**src/rtl/mdio_pkg.sv**
```systemverilog
package mdio_pkg;
    localparam int CMD_W      = 32;
    localparam int DATA_W     = 16;
    localparam int PRE_LEN    = 32;
    localparam int OP_RD_BIT  = 29;
    localparam int OP_WR_BIT  = 28;
    localparam int EN_BIT     = 4;
    localparam int IDLE_BIT   = 2;
    localparam int DIVSEL_BIT = 0;

    localparam logic [1:0] REG_CTRL   = 2'd0;
    localparam logic [1:0] REG_CFG    = 2'd1;
    localparam logic [1:0] REG_STATUS = 2'd2;
    localparam logic [1:0] REG_CMD    = 2'd3;

    typedef enum logic [1:0] {
        ST_IDLE,
        ST_PREAMBLE,
        ST_FRAME,
        ST_WRAP
    } mdio_state_e;
endpackage

```
**src/rtl/mdio_clkdiv.sv**
```systemverilog
module mdio_clkdiv #(
    parameter int DIV_FAST = 48,
    parameter int DIV_SLOW = 64
) (
    input  logic clk,
    input  logic rst_n,
    input  logic run,
    input  logic sel_slow,
    output logic mdc,
    output logic rise_stb,
    output logic fall_stb
);
    localparam int DMAX = (DIV_SLOW > DIV_FAST) ? DIV_SLOW : DIV_FAST;
    localparam int CW   = $clog2(DMAX);
    localparam logic [CW-1:0] FAST_END  = CW'(DIV_FAST - 1);
    localparam logic [CW-1:0] SLOW_END  = CW'(DIV_SLOW - 1);
    localparam logic [CW-1:0] FAST_HALF = CW'(DIV_FAST / 2 - 1);
    localparam logic [CW-1:0] SLOW_HALF = CW'(DIV_SLOW / 2 - 1);

    logic [CW-1:0] cnt;
    logic [CW-1:0] end_val;
    logic [CW-1:0] half_val;

    always_comb begin
        end_val  = sel_slow ? SLOW_END : FAST_END;
        half_val = sel_slow ? SLOW_HALF : FAST_HALF;
        rise_stb = run && (cnt == half_val);
        fall_stb = run && (cnt == end_val);
    end

    always_ff @(posedge clk or negedge rst_n) begin
        if (!rst_n) begin
            cnt <= '0;
            mdc <= 1'b0;
        end else if (!run) begin
            cnt <= '0;
            mdc <= 1'b0;
        end else if (fall_stb) begin
            cnt <= '0;
            mdc <= 1'b0;
        end else begin
            cnt <= cnt + 1'b1;
            if (rise_stb) mdc <= 1'b1;
        end
    end

    // strobes never coincide and each finds MDC on the opposite level
    p_stb_excl_r5: assert property (@(posedge clk) disable iff (!rst_n)
        $onehot0({rise_stb, fall_stb}));
    p_rise_low_r5: assert property (@(posedge clk) disable iff (!rst_n)
        rise_stb |-> !mdc);
    p_fall_high_r5: assert property (@(posedge clk) disable iff (!rst_n)
        fall_stb |-> mdc);
endmodule

```
**src/rtl/mdio_frame_seq.sv**
```systemverilog
module mdio_frame_seq
    import mdio_pkg::*;
(
    input  logic              clk,
    input  logic              rst_n,
    input  logic              start,
    input  logic              abort,
    input  logic [CMD_W-1:0]  cmd,
    input  logic              mdio_i,
    input  logic              rise_stb,
    input  logic              fall_stb,
    output logic              run,
    output logic              idle,
    output logic              done,
    output logic              rd_op,
    output logic [DATA_W-1:0] rd_data,
    output logic              mdio_o,
    output logic              oe_raw
);
    localparam int BW = $clog2(PRE_LEN);
    localparam logic [BW-1:0] LAST_BIT    = BW'(PRE_LEN - 1);
    localparam logic [BW-1:0] TA2_IDX     = BW'(CMD_W - 1 - 16);
    localparam logic [BW-1:0] CAP_IDX     = BW'(CMD_W - DATA_W);

    mdio_state_e state, nstate;
    logic [BW-1:0]    bcnt;
    logic [CMD_W-1:0] shift;

    always_ff @(posedge clk or negedge rst_n) begin
        if (!rst_n) state <= ST_IDLE;
        else        state <= nstate;
    end

    always_comb begin
        nstate = state;
        unique case (state)
            ST_IDLE:     if (start) nstate = ST_PREAMBLE;
            ST_PREAMBLE: if (abort) nstate = ST_IDLE;
                         else if (fall_stb && bcnt == LAST_BIT) nstate = ST_FRAME;
            ST_FRAME:    if (abort) nstate = ST_IDLE;
                         else if (fall_stb && bcnt == LAST_BIT) nstate = ST_WRAP;
            ST_WRAP:     nstate = ST_IDLE;
            default:     nstate = ST_IDLE;
        endcase
    end

    always_ff @(posedge clk or negedge rst_n) begin
        if (!rst_n) begin
            bcnt    <= '0;
            shift   <= '0;
            rd_op   <= 1'b0;
            rd_data <= '0;
        end else begin
            if (state == ST_IDLE && start) begin
                bcnt  <= '0;
                shift <= cmd;
                rd_op <= cmd[OP_RD_BIT] & ~cmd[OP_WR_BIT];
            end
            if ((state == ST_PREAMBLE || state == ST_FRAME) && fall_stb)
                bcnt <= bcnt + 1'b1;
            if (state == ST_FRAME && fall_stb)
                shift <= {shift[CMD_W-2:0], 1'b0};
            if (state == ST_FRAME && rise_stb && bcnt >= CAP_IDX)
                rd_data <= {rd_data[DATA_W-2:0], mdio_i};
        end
    end

    always_comb begin
        run    = 1'b0;
        idle   = 1'b0;
        done   = 1'b0;
        mdio_o = 1'b0;
        oe_raw = 1'b0;
        unique case (state)
            ST_IDLE:     idle = 1'b1;
            ST_PREAMBLE: begin
                run    = 1'b1;
                mdio_o = 1'b1;
                oe_raw = 1'b1;
            end
            ST_FRAME: begin
                run    = 1'b1;
                mdio_o = shift[CMD_W-1];
                oe_raw = !(rd_op && bcnt >= TA2_IDX);
            end
            ST_WRAP:     done = 1'b1;
            default:     idle = 1'b1;
        endcase
    end

    // data moves only together with an MDC falling strobe
    p_mdo_on_fall_r4: assert property (@(posedge clk) disable iff (!rst_n)
        (run && $past(run) && !$stable(mdio_o)) |-> $past(fall_stb));
endmodule

```
**src/rtl/mdio_mgmt_ctrl.sv**
```systemverilog
module mdio_mgmt_ctrl
    import mdio_pkg::*;
#(
    parameter int DIV_FAST = 48,
    parameter int DIV_SLOW = 64
) (
    input  logic        clk,
    input  logic        rst_n,
    input  logic        bus_wr_en,
    input  logic [1:0]  bus_addr,
    input  logic [31:0] bus_wdata,
    output logic [31:0] bus_rdata,
    output logic        mdc,
    output logic        mdio_o,
    output logic        mdio_oe,
    input  logic        mdio_i
);
    logic              ctrl_en;
    logic              cfg_slow;
    logic [CMD_W-1:0]  cmd_q;
    logic              start, run, idle, done, rd_op, oe_raw, mdc_raw, mdo_raw;
    logic              rise_stb, fall_stb;
    logic [DATA_W-1:0] rd_data;

    assign start = bus_wr_en && bus_addr == REG_CMD && idle && ctrl_en;

    always_ff @(posedge clk or negedge rst_n) begin
        if (!rst_n) begin
            ctrl_en  <= 1'b0;
            cfg_slow <= 1'b0;
            cmd_q    <= '0;
        end else begin
            if (bus_wr_en && bus_addr == REG_CTRL) ctrl_en  <= bus_wdata[EN_BIT];
            if (bus_wr_en && bus_addr == REG_CFG)  cfg_slow <= bus_wdata[DIVSEL_BIT];
            if (start)
                cmd_q <= bus_wdata;
            else if (done && rd_op)
                cmd_q[DATA_W-1:0] <= rd_data;
        end
    end

    always_comb begin
        bus_rdata = '0;
        unique case (bus_addr)
            REG_CTRL:   bus_rdata[EN_BIT]     = ctrl_en;
            REG_CFG:    bus_rdata[DIVSEL_BIT] = cfg_slow;
            REG_STATUS: bus_rdata[IDLE_BIT]   = idle;
            REG_CMD:    bus_rdata             = cmd_q;
            default:    bus_rdata             = '0;
        endcase
    end

    mdio_clkdiv #(.DIV_FAST(DIV_FAST), .DIV_SLOW(DIV_SLOW)) u_div (
        .clk(clk), .rst_n(rst_n), .run(run), .sel_slow(cfg_slow),
        .mdc(mdc_raw), .rise_stb(rise_stb), .fall_stb(fall_stb)
    );

    mdio_frame_seq u_seq (
        .clk(clk), .rst_n(rst_n), .start(start), .abort(!ctrl_en),
        .cmd(bus_wdata), .mdio_i(mdio_i), .rise_stb(rise_stb), .fall_stb(fall_stb),
        .run(run), .idle(idle), .done(done), .rd_op(rd_op), .rd_data(rd_data),
        .mdio_o(mdo_raw), .oe_raw(oe_raw)
    );

    assign mdc     = mdc_raw & ctrl_en;
    assign mdio_oe = oe_raw & ctrl_en;
    assign mdio_o  = mdo_raw;

    // an idle engine keeps the bus quiet
    p_idle_quiet_r10: assert property (@(posedge clk) disable iff (!rst_n)
        idle |-> (!mdc && !mdio_oe));
    // command word is held through a frame except the read write-back
    p_cmd_hold_r9: assert property (@(posedge clk) disable iff (!rst_n)
        ($past(!idle) && !$past(done)) |-> $stable(cmd_q));
endmodule

```
**config.mk**
```make
export PLATFORM = sky130hd
export DESIGN_NAME = mdio_mgmt_ctrl
export DESIGN_NICKNAME = d
export VERILOG_FILES = /design/src/rtl/mdio_pkg.sv /design/src/rtl/mdio_clkdiv.sv /design/src/rtl/mdio_frame_seq.sv /design/src/rtl/mdio_mgmt_ctrl.sv
export SDC_FILE = /design/constraint.sdc
export NUM_CORES = 1
export LEC_CHECK = 0
export BUFFER_PORTS_ARGS = -buffer_cell sky130_fd_sc_hd__buf_2
export CAP_MARGIN = 20
export CORE_MARGIN = 2
export CORE_UTILIZATION = 40
export CTS_CLUSTER_SIZE = 16
export DETAILED_ROUTE_END_ITERATION = 7
export GPL_TIMING_DRIVEN = 0
export SLEW_MARGIN = 10
export SYNTH_ARGS = -nofsm -noshare
export SYNTH_HDL_FRONTEND = slang
export SYNTH_SLANG_ARGS = --single-unit
```
**constraint.sdc**
```tcl
create_clock -name clk -period 5.19 [get_ports clk]
set_input_delay 0.519 -clock clk [delete_from_list [all_inputs] [get_ports clk]]
set_output_delay 0.519 -clock clk [all_outputs]
set_load 0.01 [all_outputs]
```
==> Yosys cells after proc, flatten, opt, wreduce, memory -nomap -nowiden <==
Cells that the tools add are included.
{ "word_totals": {"ff_bits": 97, "inputBits": 38, "word_cells": 86, "out_inout_bits": 35} }
{ "classes": {"bitwise_logic": 4, "n_reduce_logical": 24, "addsub": 2, "magnitude_cmp": 2, "n_eq_ne": 13, "muxes": 30} }
{ "op_table": {"columns": ["op", "n"], "rows": [
  ["$mux W32", 2],
  ["$mux W16", 2],
  ["$mux W27", 1],
  ["$logic_and A1 B1 Y1", 15],
  ["$mux W5", 3],
  ["$eq A6 B6 Y1", 2],
  ["$mux W6", 2],
  ["$mux W2", 5],
  ["$pmux W1 S2", 5],
  ["$eq A2 B2 Y1 const B", 4],
  ["$mux W1", 8],
  ["$pmux W2 S4", 1],
  ["$add A6 B1 Y6 const B", 1],
  ["$ne A3 B2 Y1 const B", 2],
  ["$reduce_bool A2 Y1", 3],
  ["$add A5 B1 Y5 const B", 1],
  ["$eq A5 B5 Y1 const B", 1],
  ["$ge A5 B4 Y1 const B", 1],
  ["$ge A5 B5 Y1 const B", 1],
  ["$eq A2 B1 Y1 const B", 2],
  ["$logic_not A2 Y1", 2],
  ["$mux W4", 1],
  ["$and A1 B1 Y1", 3],
  ["$ne A3 B1 Y1 const B", 1],
  ["other kinds (6)", 6]
]} }

==> Depth between registers and ports, before layout <==
Gate-level depths: netlist of run 1.
{ "depth": {"word_depth": 8, "mapped_depth": 9} }

==> By module <==
Synthesis of run 1 repeated with hierarchy kept, for this count alone.
{ "unflattened": {"hier_cells": 417, "hier_area_um2": 4813.4} }
{ "by_module_without_submodules": {"columns": ["module", "n_inst", "seq_area_each_um2", "area_each_um2", "cells_each"], "rows": [
  ["mdio_frame_seq", 1, 1401.3, 2685.1, 229],
  ["mdio_mgmt_ctrl", 1, 850.8, 1781.7, 156],
  ["mdio_clkdiv", 1, 175.2, 346.6, 32]
]} }

==> Worst setup path after synthesis of run 1 <==
OpenSTA, ideal clock, no wires.
{ "synth_path": {"kind": "register -> register", "from": "reg u_seq.state[0]", "to": "reg u_seq.rd_data[10]", "setup_slack_ns": 3.204, "stages_incl_launch_ff": 10, "t_required_ns": 5.065, "period_less_slack_ns": 1.986, "arrival_ns": 1.861, "cell_sequence": "dfrtp_1 inv_1 ha_1 buf_4 nand4_1 nor3_1 and3_1 buf_6 buf_12 mux2_4"} }
{ "synth_between": {"elab_chain_cells": 6, "elab_cells_between_ends": 7, "classes_between": "eq/ne: 2; mux: 1; reduce/logical: 4"} }
{ "synth_lines": {"columns": ["element", "line_no", "text"], "rows": [
  ["from (decl)", "mdio_frame_seq.sv:25", "mdio_state_e state, nstate;"],
  ["from (signal assigned)", "mdio_frame_seq.sv:31", "else state <= nstate;"],
  ["$eq A2 B2 Y1 or $eq A2 B1 Y1 (tied branches)", "mdio_frame_seq.sv:63, mdio_frame_seq.sv:74", null],
  ["$reduce_or A2 Y1 (no line)", null, null],
  ["$mux W1", "mdio_frame_seq.sv:74", "unique case (state)"],
  ["$logic_and A1 B1 Y1", "mdio_clkdiv.sv:27", "rise_stb = run && (cnt == half_val);"],
  ["$logic_and A1 B1 Y1 (*) (2 in series)", "mdio_frame_seq.sv:63", "if (state == ST_FRAME && rise_stb && bcnt >= CAP_IDX)"],
  ["to (signal assigned)", "mdio_frame_seq.sv:64", "rd_data <= {rd_data[DATA_W-2:0], mdio_i};"],
  ["to (decl)", "mdio_frame_seq.sv:16", "output logic [DATA_W-1:0] rd_data,"]
]} }
Every way passes the cells marked *; elsewhere a longest branch is shown, timed or not.
A chain may end at the register's enable or synchronous reset.

==> Final worst setup path of run 1 <==
{ "layout_path": {"from": "reg u_seq.bcnt[0]", "to": "out mdio_oe"} }
{ "layout_between": {"elab_chain_cells": 5} }
{ "layout_lines": {"columns": ["element", "line_no", "text"], "rows": [
  ["from (decl)", "mdio_frame_seq.sv:26", "logic [BW-1:0] bcnt;"],
  ["from (signal assigned)", "mdio_frame_seq.sv:60", "bcnt <= bcnt + 1'b1;"],
  ["$ge A5 B4 Y1", "mdio_frame_seq.sv:84", "oe_raw = !(rd_op && bcnt >= TA2_IDX);"],
  ["$logic_and A1 B1 Y1", "mdio_frame_seq.sv:84", null],
  ["$logic_not A1 Y1", "mdio_frame_seq.sv:84", null],
  ["$pmux W1 S2", "mdio_frame_seq.sv:74", null],
  ["$and A1 B1 Y1", "mdio_mgmt_ctrl.sv:66", "assign mdio_oe = oe_raw & ctrl_en;"],
  ["to (decl)", "mdio_mgmt_ctrl.sv:15", "output logic mdio_oe,"]
]} }
Every way passes these cells.

==> impl_metrics.json, run 1 <==
{
  "synth_top_family_by_area": "simple AND/OR/NAND/NOR gates",
  "worst-endpoint-required_ns": 4.67,
  "cts_made_buffers": 9,
  "dieArea_um2": 12130,
  "first_global_vias": 3347,
  "yosysWarnings": 0,
  "grt_first_pass_wirelength_mm": 17.29,
  "cellLeakagePower_nw": 2.820,
  "wl_per_cell_um": 15.54,
  "top_level_ports": 73,
  "synthDistinctLibCells": 36,
  "die_w_um": 110.1,
  "tritoncts_num_sinks": 97,
  "dp_hpwl_mm": 7.573,
  "seq_area_frac_synth": 0.5389,
  "synth_cell_area_um2": 4504,
  "cell_at_the_root_of_the_clock_tree": "clkbuf_16",
  "critical_path_peak_fanout": 5,
  "cts_post_setup_buffers_inserted": 0,
  "hold_path.class": "in2async",
  "endpoint_kind": "output port",
  "synth-xor-area-share": 0.01361,
  "timing_hold_violations_final": 0,
  "final-instance-count-excl-fill": 677,
  "tns_ns": 0,
  "clock_latency_ns": 0.34,
  "postSynthRegisterBits": 97,
  "initial_core_util": 0.4119,
  "layout-area-overhead-vs-synth_pct": 18.97,
  "reg2reg_from": "u_seq.state[0]",
  "vias_per_cell": 5.065,
  "grtUsageTotal": 0.1869,
  "h-tree-depth": 3,
  "postCtsHoldBufs": 0,
  "floorplan.die.height_um": 110.1,
  "cts-root-to-sink-buffers": 2,
  "number_of_max_capacitance_violations_reported": 0,
  "drcViolationCount": 0,
  "final_common_cell": "nand2_1",
  "synthAdderAreaFrac": 0.03611,
  "highest_count_cells_in_the_layout_ignoring_fill_and_taps": "nand2_1, dfrtp_1, buf_2",
  "synth.mux.area_fraction": 0.09583,
  "outcome": "completed",
  "r2r.worst_path.cells": 9,
  "critPathMaxStageDelay_ns": 0.42,
  "core_region_area_um2": 10940,
  "antenna_violating_nets_post_route": 0,
  "gp_congestion": 0.8037,
  "peakVddDrop_mv": 0.1847,
  "clkSlewWorstSetupHoldPaths_ns": 0.07,
  "synth-edff-count": 0,
  "post-route-period-util": 0.4759,
  "clock_skew_ns": 0.007968,
  "max_freq_mhz": 404.9,
  "worst-r2r-setup-slack_ns": 2.96,
  "cp_data_arrival_time_ns": 1.95,
  "rsz_0062_raised_after_global_routing": "false",
  "drtIter0Drc": 229,
  "wl_mm": 10.52,
  "num_antenna_cells": 0,
  "cp_common_cell": "ha_1",
  "dominantRegCellSynth": "dfrtp_1",
  "grt_start_max_net_pins": 64,
  "worst-setup-path-type": "reg2out",
  "worst_path_max_delay_cell": "dfrtp_1",
  "timing.critical_path.from_type": "flip-flop",
  "placementRows": 38,
  "buffer_ports.inserted": 72,
  "report.final.slew_viol_count": 0,
  "max-slew-margin-rel": 0.6580,
  "drive_above_1_share": 0.2235,
  "grt_antenna_before_repair": 0,
  "synthSimpleGateAreaFrac": 0.2006,
  "timing.final.setup_violations": 0,
  "timing.critical_path.cells": "ha_1, and3_1, ha_1, nor2_1, a21oi_1, nor3b_1, buf_2",
  "nets": 583,
  "finalWorstPathRequiredPeriod_ns": 2.470,
  "timing.rr.end": "u_seq.rd_data[8]",
  "ctsResizeCount": 0,
  "first_pass_iters": 4,
  "avgSynthCellArea_um2": 10.05,
  "synth_compound_gate_area_share": 0.08167,
  "clock_tree_from_tritoncts": "built",
  "powerDensity_nw_per_um2": 449.9,
  "synthesis.nets": 499,
  "worst_hold_margin_ns": 0.1238,
  "globalRouteOverflowTotal": 0,
  "syn_inst": 448,
  "synth_async_sr_flop_share": 1.000,
  "dpl.cell_count": 661,
  "max_slew.worst_pin.slew_ns": 0.5130,
  "detailroute.via_count": 3429
}
==> logic make-up (layout without fill, tap and decap cells) <==
group / count (synthesis) / in the layout
AOI/OAI and AO/OA: 62 / 62
xor gates and xnor gates: 7 / 7
adders and majority gates: 13 / 13
buffers and inverters: 30 / 119
DFF: 97 / 97
muxes: 37 / 37
and+or+nand+nor: 202 / 202
==> flip-flops by register name (all words and copies together), names as in the netlist <==
register and flops:
cfg_slow 1, u_seq.rd_op 1, u_div.cnt 6, u_seq.bcnt 5, u_seq.shift 32, ctrl_en 1, u_seq.state 2, cmd_q 32
u_seq.rd_data 16, u_div.mdc 1
==> metrics by stage <==
stage                     power, mW  cell area, um^2    util  setup WS (ns)
after detailed placement      1.772             5070  0.4636          2.894
final                         2.411             5359  0.4900          2.720
after CTS                     2.434             5359  0.4900          2.703
after global routing          2.580             5359  0.4900          2.530
after global placement        1.733             5040  0.4609          2.601
after floorplan               1.570             4504       -          3.204
==> worst max-delay path: cells and delay by family (launching register included) <==
| family | cells | cell delay, ns |
|---|---|---|
| buf+inv | 1 | 0.17 |
| flops | 1 | 0.42 |
| compound gates | 1 | 0.06 |
| simple gates | 3 | 0.53 |
| fa+ha+maj | 2 | 0.42 |
==> worst max-delay path by stage <==
stage / start / endpoint / slack (ns) / depth (start not counted)
2_1_floorplan: u_seq.state[0] / u_seq.rd_data[10] / 3.20 / 9
3_3_place_gp: rst_n / u_seq.shift[9] / 2.60 / 1
3_5_place_dp: bus_addr[0] / bus_rdata[4] / 2.89 / 6
4_1_cts: u_seq.bcnt[0] / mdio_oe / 2.70 / 7
5_1_grt: u_seq.bcnt[0] / mdio_oe / 2.53 / 7
6_report: u_seq.bcnt[0] / mdio_oe / 2.72 / 7
==> synthesized netlist by cell type, types with 2 or more instances <==
master | n | area share
dfrtp_1 | 97 | 0.54
a22o_1 | 2 | 0.0039
nand2_1 | 107 | 0.089
and2_1 | 31 | 0.043
inv_1 | 5 | 0.0042
and3_1 | 4 | 0.0056
buf_2 | 8 | 0.0089
a31oi_1 | 31 | 0.043
xor2_1 | 5 | 0.0097
mux2i_1 | 18 | 0.040
mux2_4 | 10 | 0.033
nand4_1 | 3 | 0.0042
ha_1 | 13 | 0.036
nor2_1 | 40 | 0.033
o21ai_0 | 21 | 0.023
nand3_1 | 8 | 0.0089
mux2_2 | 9 | 0.023
clkbuf_1 | 14 | 0.012
xnor2_1 | 2 | 0.0039
a21oi_1 | 4 | 0.0044
==> layout make-up <==
type / count / area, um^2
fill: 1057 / 5577
clock buffer: 11 / 232.7
buffer: 25 / 131.4
tap: 140 / 175.2
clock inverter: 5 / 56.30
sequential: 97 / 2427
multi-input combinational: 321 / 1927
timing repair buffer: 73 / 390.4
inverter: 5 / 18.77
==> metal layers <==
metal / up-vias / GRT usage / wire length, um
met4: 0 / 0.06161 / 128
met3: 10 / 0.03292 / 397
met1: 1686 / 0.2623 / 5009
met2: 63 / 0.2945 / 4987
met5: - / 0 / 0
li1: 1670 / - / -
==> power by group <==
part           internal, mW  leakage [nW]  switching (mW)  total, mW
clock                 0.373         0.139           0.284      0.657
sequential             1.04          1.22           0.169       1.21
combinational         0.256          1.46           0.285      0.541
No activity file was read; power rests on OpenSTA's default activity.
==> inputs of run 2 (changes only) <==
clock period = 2.1 ns   (was 5.19 ns; I/O delays follow)
==> run 2 against run 1 <==
  * Clock skew rose by 0.0010 ns
  * Cell count rose by 1.8%
  * Non-clock buffer count rose by 12
  * Hold slack got worse by 0.041 ns
  * Clock power rose by 150%
  * Sequential share of layout area fell by 1.5 points
  * Combinational power rose to 2.7 times the previous value
  * Sequential power rose by 150%
  * First-iteration DRC count fell by 13%
  * Power rose to 2.5 times the previous value
  * Setup slack got worse by 2.7 ns
  * Via count rose by 1.3%
  * Critical endpoint is now u_seq.rd_data[10]
  * Highest routed layer unchanged
==> impl_metrics.json, run 2 (synthesis results as in run 1) <==
{
  "critical_path_peak_fanout": 5,
  "hold_start": "bus_wdata[22]",
  "num_antenna_cells": 0,
  "floorplan.die.height_um": 110.1,
  "die_w_um": 110.1,
  "highest_count_cells_in_the_layout_ignoring_fill_and_taps": "nand2_1, dfrtp_1, buf_2",
  "initial_core_util": 0.4119,
  "critPathCapture": "u_seq.rd_data[10]",
  "grt_first_pass_wirelength_mm": 17.39,
  "final-instance-count-excl-fill": 689,
  "endpoint_kind": "flip-flop",
  "timing.critical_path.cells": "inv_2, ha_4, buf_6, nand4_1, nor3_2, and3_1, buf_6, clkbuf_16, mux2_4",
  "post-route-period-util": 0.9799,
  "drtIter0Drc": 200,
  "tritoncts_num_sinks": 97,
  "drcViolationCount": 0,
  "dieArea_um2": 12130,
  "wl_mm": 10.79,
  "vias_per_cell": 5.044,
  "post-place-ws_ns": -0.1136,
  "setup_ws_ns": 0.04227,
  "outcome": "completed",
  "timing.final.setup_violations": 0,
  "rsz_0062_raised_after_global_routing": "true",
  "peakVddDrop_mv": 0.4633,
  "clock_skew_ns": 0.008964,
  "cp_common_cell": "buf_6",
  "top_level_ports": 73,
  "dpl.cell_count": 661,
  "finalWorstPathRequiredPeriod_ns": 2.058,
  "worst_hold_margin_ns": 0.08230,
  "powerDensity_nw_per_um2": 1100,
  "worst-endpoint-required_ns": 2.33,
  "detailroute.via_count": 3475,
  "timing_hold_violations_final": 0,
  "antenna_violating_nets_post_route": 0,
  "clkSlewWorstSetupHoldPaths_ns": 0.07,
  "timing.critical_path.from_type": "flip-flop",
  "tns_ns": 0,
  "drive_above_1_share": 0.2568,
  "post-layout-total-power_mw": 6.089,
  "final_util": 0.5063,
  "final_area_um2": 5537,
  "globalRouteOverflowTotal": 0,
  "first_pass_iters": 4,
  "buffer_ports.inserted": 72,
  "nets": 595,
  "r2r.worst_path.cells": 9,
  "timing.rr.end": "u_seq.rd_data[10]",
  "layout-area-overhead-vs-synth_pct": 22.92,
  "report.final.slew_viol_count": 0,
  "critPathMaxStageDelay_ns": 0.37,
  "grtUsageTotal": 0.1878,
  "cts-root-to-sink-buffers": 2,
  "grt_start_max_net_pins": 64,
  "max_freq_mhz": 486.0,
  "max_slew.worst_pin.slew_ns": 0.5278,
  "gp_congestion": 0.8037,
  "clock_tree_from_tritoncts": "built",
  "worst-r2r-setup-slack_ns": 0.04,
  "largestRegisters": "cmd_q (32), u_seq.shift (32), u_seq.rd_data (16)",
  "cts_made_buffers": 9,
  "hold_path.class": "in2reg",
  "h-tree-depth": 3,
  "startpoint_of_the_worst_setup_timing_path": "u_seq.state[0]",
  "dp_hpwl_mm": 7.573,
  "reg2reg_from": "u_seq.state[0]",
  "cp_data_arrival_time_ns": 2.28,
  "filler_cell_count": 1040,
  "clock_latency_ns": 0.34,
  "core_region_area_um2": 10940,
  "number_of_max_capacitance_violations_reported": 0,
  "grt_antenna_before_repair": 0,
  "cell_at_the_root_of_the_clock_tree": "clkbuf_16",
  "final_common_cell": "nand2_1",
  "placementRows": 38,
  "min_path_cells": 3,
  "wl_per_cell_um": 15.67,
  "first_global_vias": 3365,
  "worst-setup-path-type": "reg2reg",
  "dpl_cell_area_um2": 5070,
  "cellLeakagePower_nw": 2.909,
  "worst_path_max_delay_cell": "dfrtp_1",
  "max-slew-margin-rel": 0.6481
}
-- run 2: cell type report --
| cell class | count | area [um^2] | share of cell area |
|---|---|---|---|
| tap | 140 | 175.2 | 0.03164 |
| multi-input combinational | 321 | 1971 | 0.3559 |
| clock buffer | 11 | 232.7 | 0.04203 |
| sequential | 97 | 2427 | 0.4384 |
| buffer | 25 | 142.6 | 0.02576 |
| timing repair buffer | 85 | 513.0 | 0.09266 |
| clock inverter | 5 | 56.30 | 0.01017 |
| inverter | 5 | 18.77 | 0.003390 |
-- run 2: repair_timing --
item / in CTS / in global routing
gates cloned: 0 / 1
setup endpoints to repair: 17 / 55
buffers inserted: 5 / 5
hold endpoints to repair: 34 / 0
resized for setup: 2 / 20
pin swaps: 3 / 3
hold buffers: 1 / 0
-- run 2: per-layer routing --
layer  global-route usage  share of wire  vias up
li1                     -              -     1694
met1               0.2635           0.48     1707
met2               0.2962           0.47       64
met3              0.03292          0.036       10
met4              0.06161          0.012        0
met5                    0              0        -
-- run 2: critical path: cells and delay by family (launching register included) --
family                   cells  cell delay, ns
adder cells (fa/ha/maj)      1            0.26
AND/OR/NAND/NOR              3            0.55
buffers and inverters        4            0.47
flip-flops                   1            0.37
multiplexers                 1            0.29
-- run 2: power by group --
group	internal [mW]	switching (mW)	total, mW	leakage [nW]
clock network	0.923	0.702	1.62	0.139
registers	2.58	0.410	2.99	1.22
logic	0.723	0.752	1.47	1.55
-- run 2: worst min-delay path by stage --
| stage | to | slack [ns] |
|---|---|---|
| floorplan | cfg_slow | -0.09 |
| global placement | cmd_q[23] | 0.44 |
| detailed placement | u_div.cnt[1] | 0.20 |
| CTS | cmd_q[20] | 0.09 |
| global route | u_seq.rd_data[0] | 0.09 |
| finish | cmd_q[22] | 0.08 |
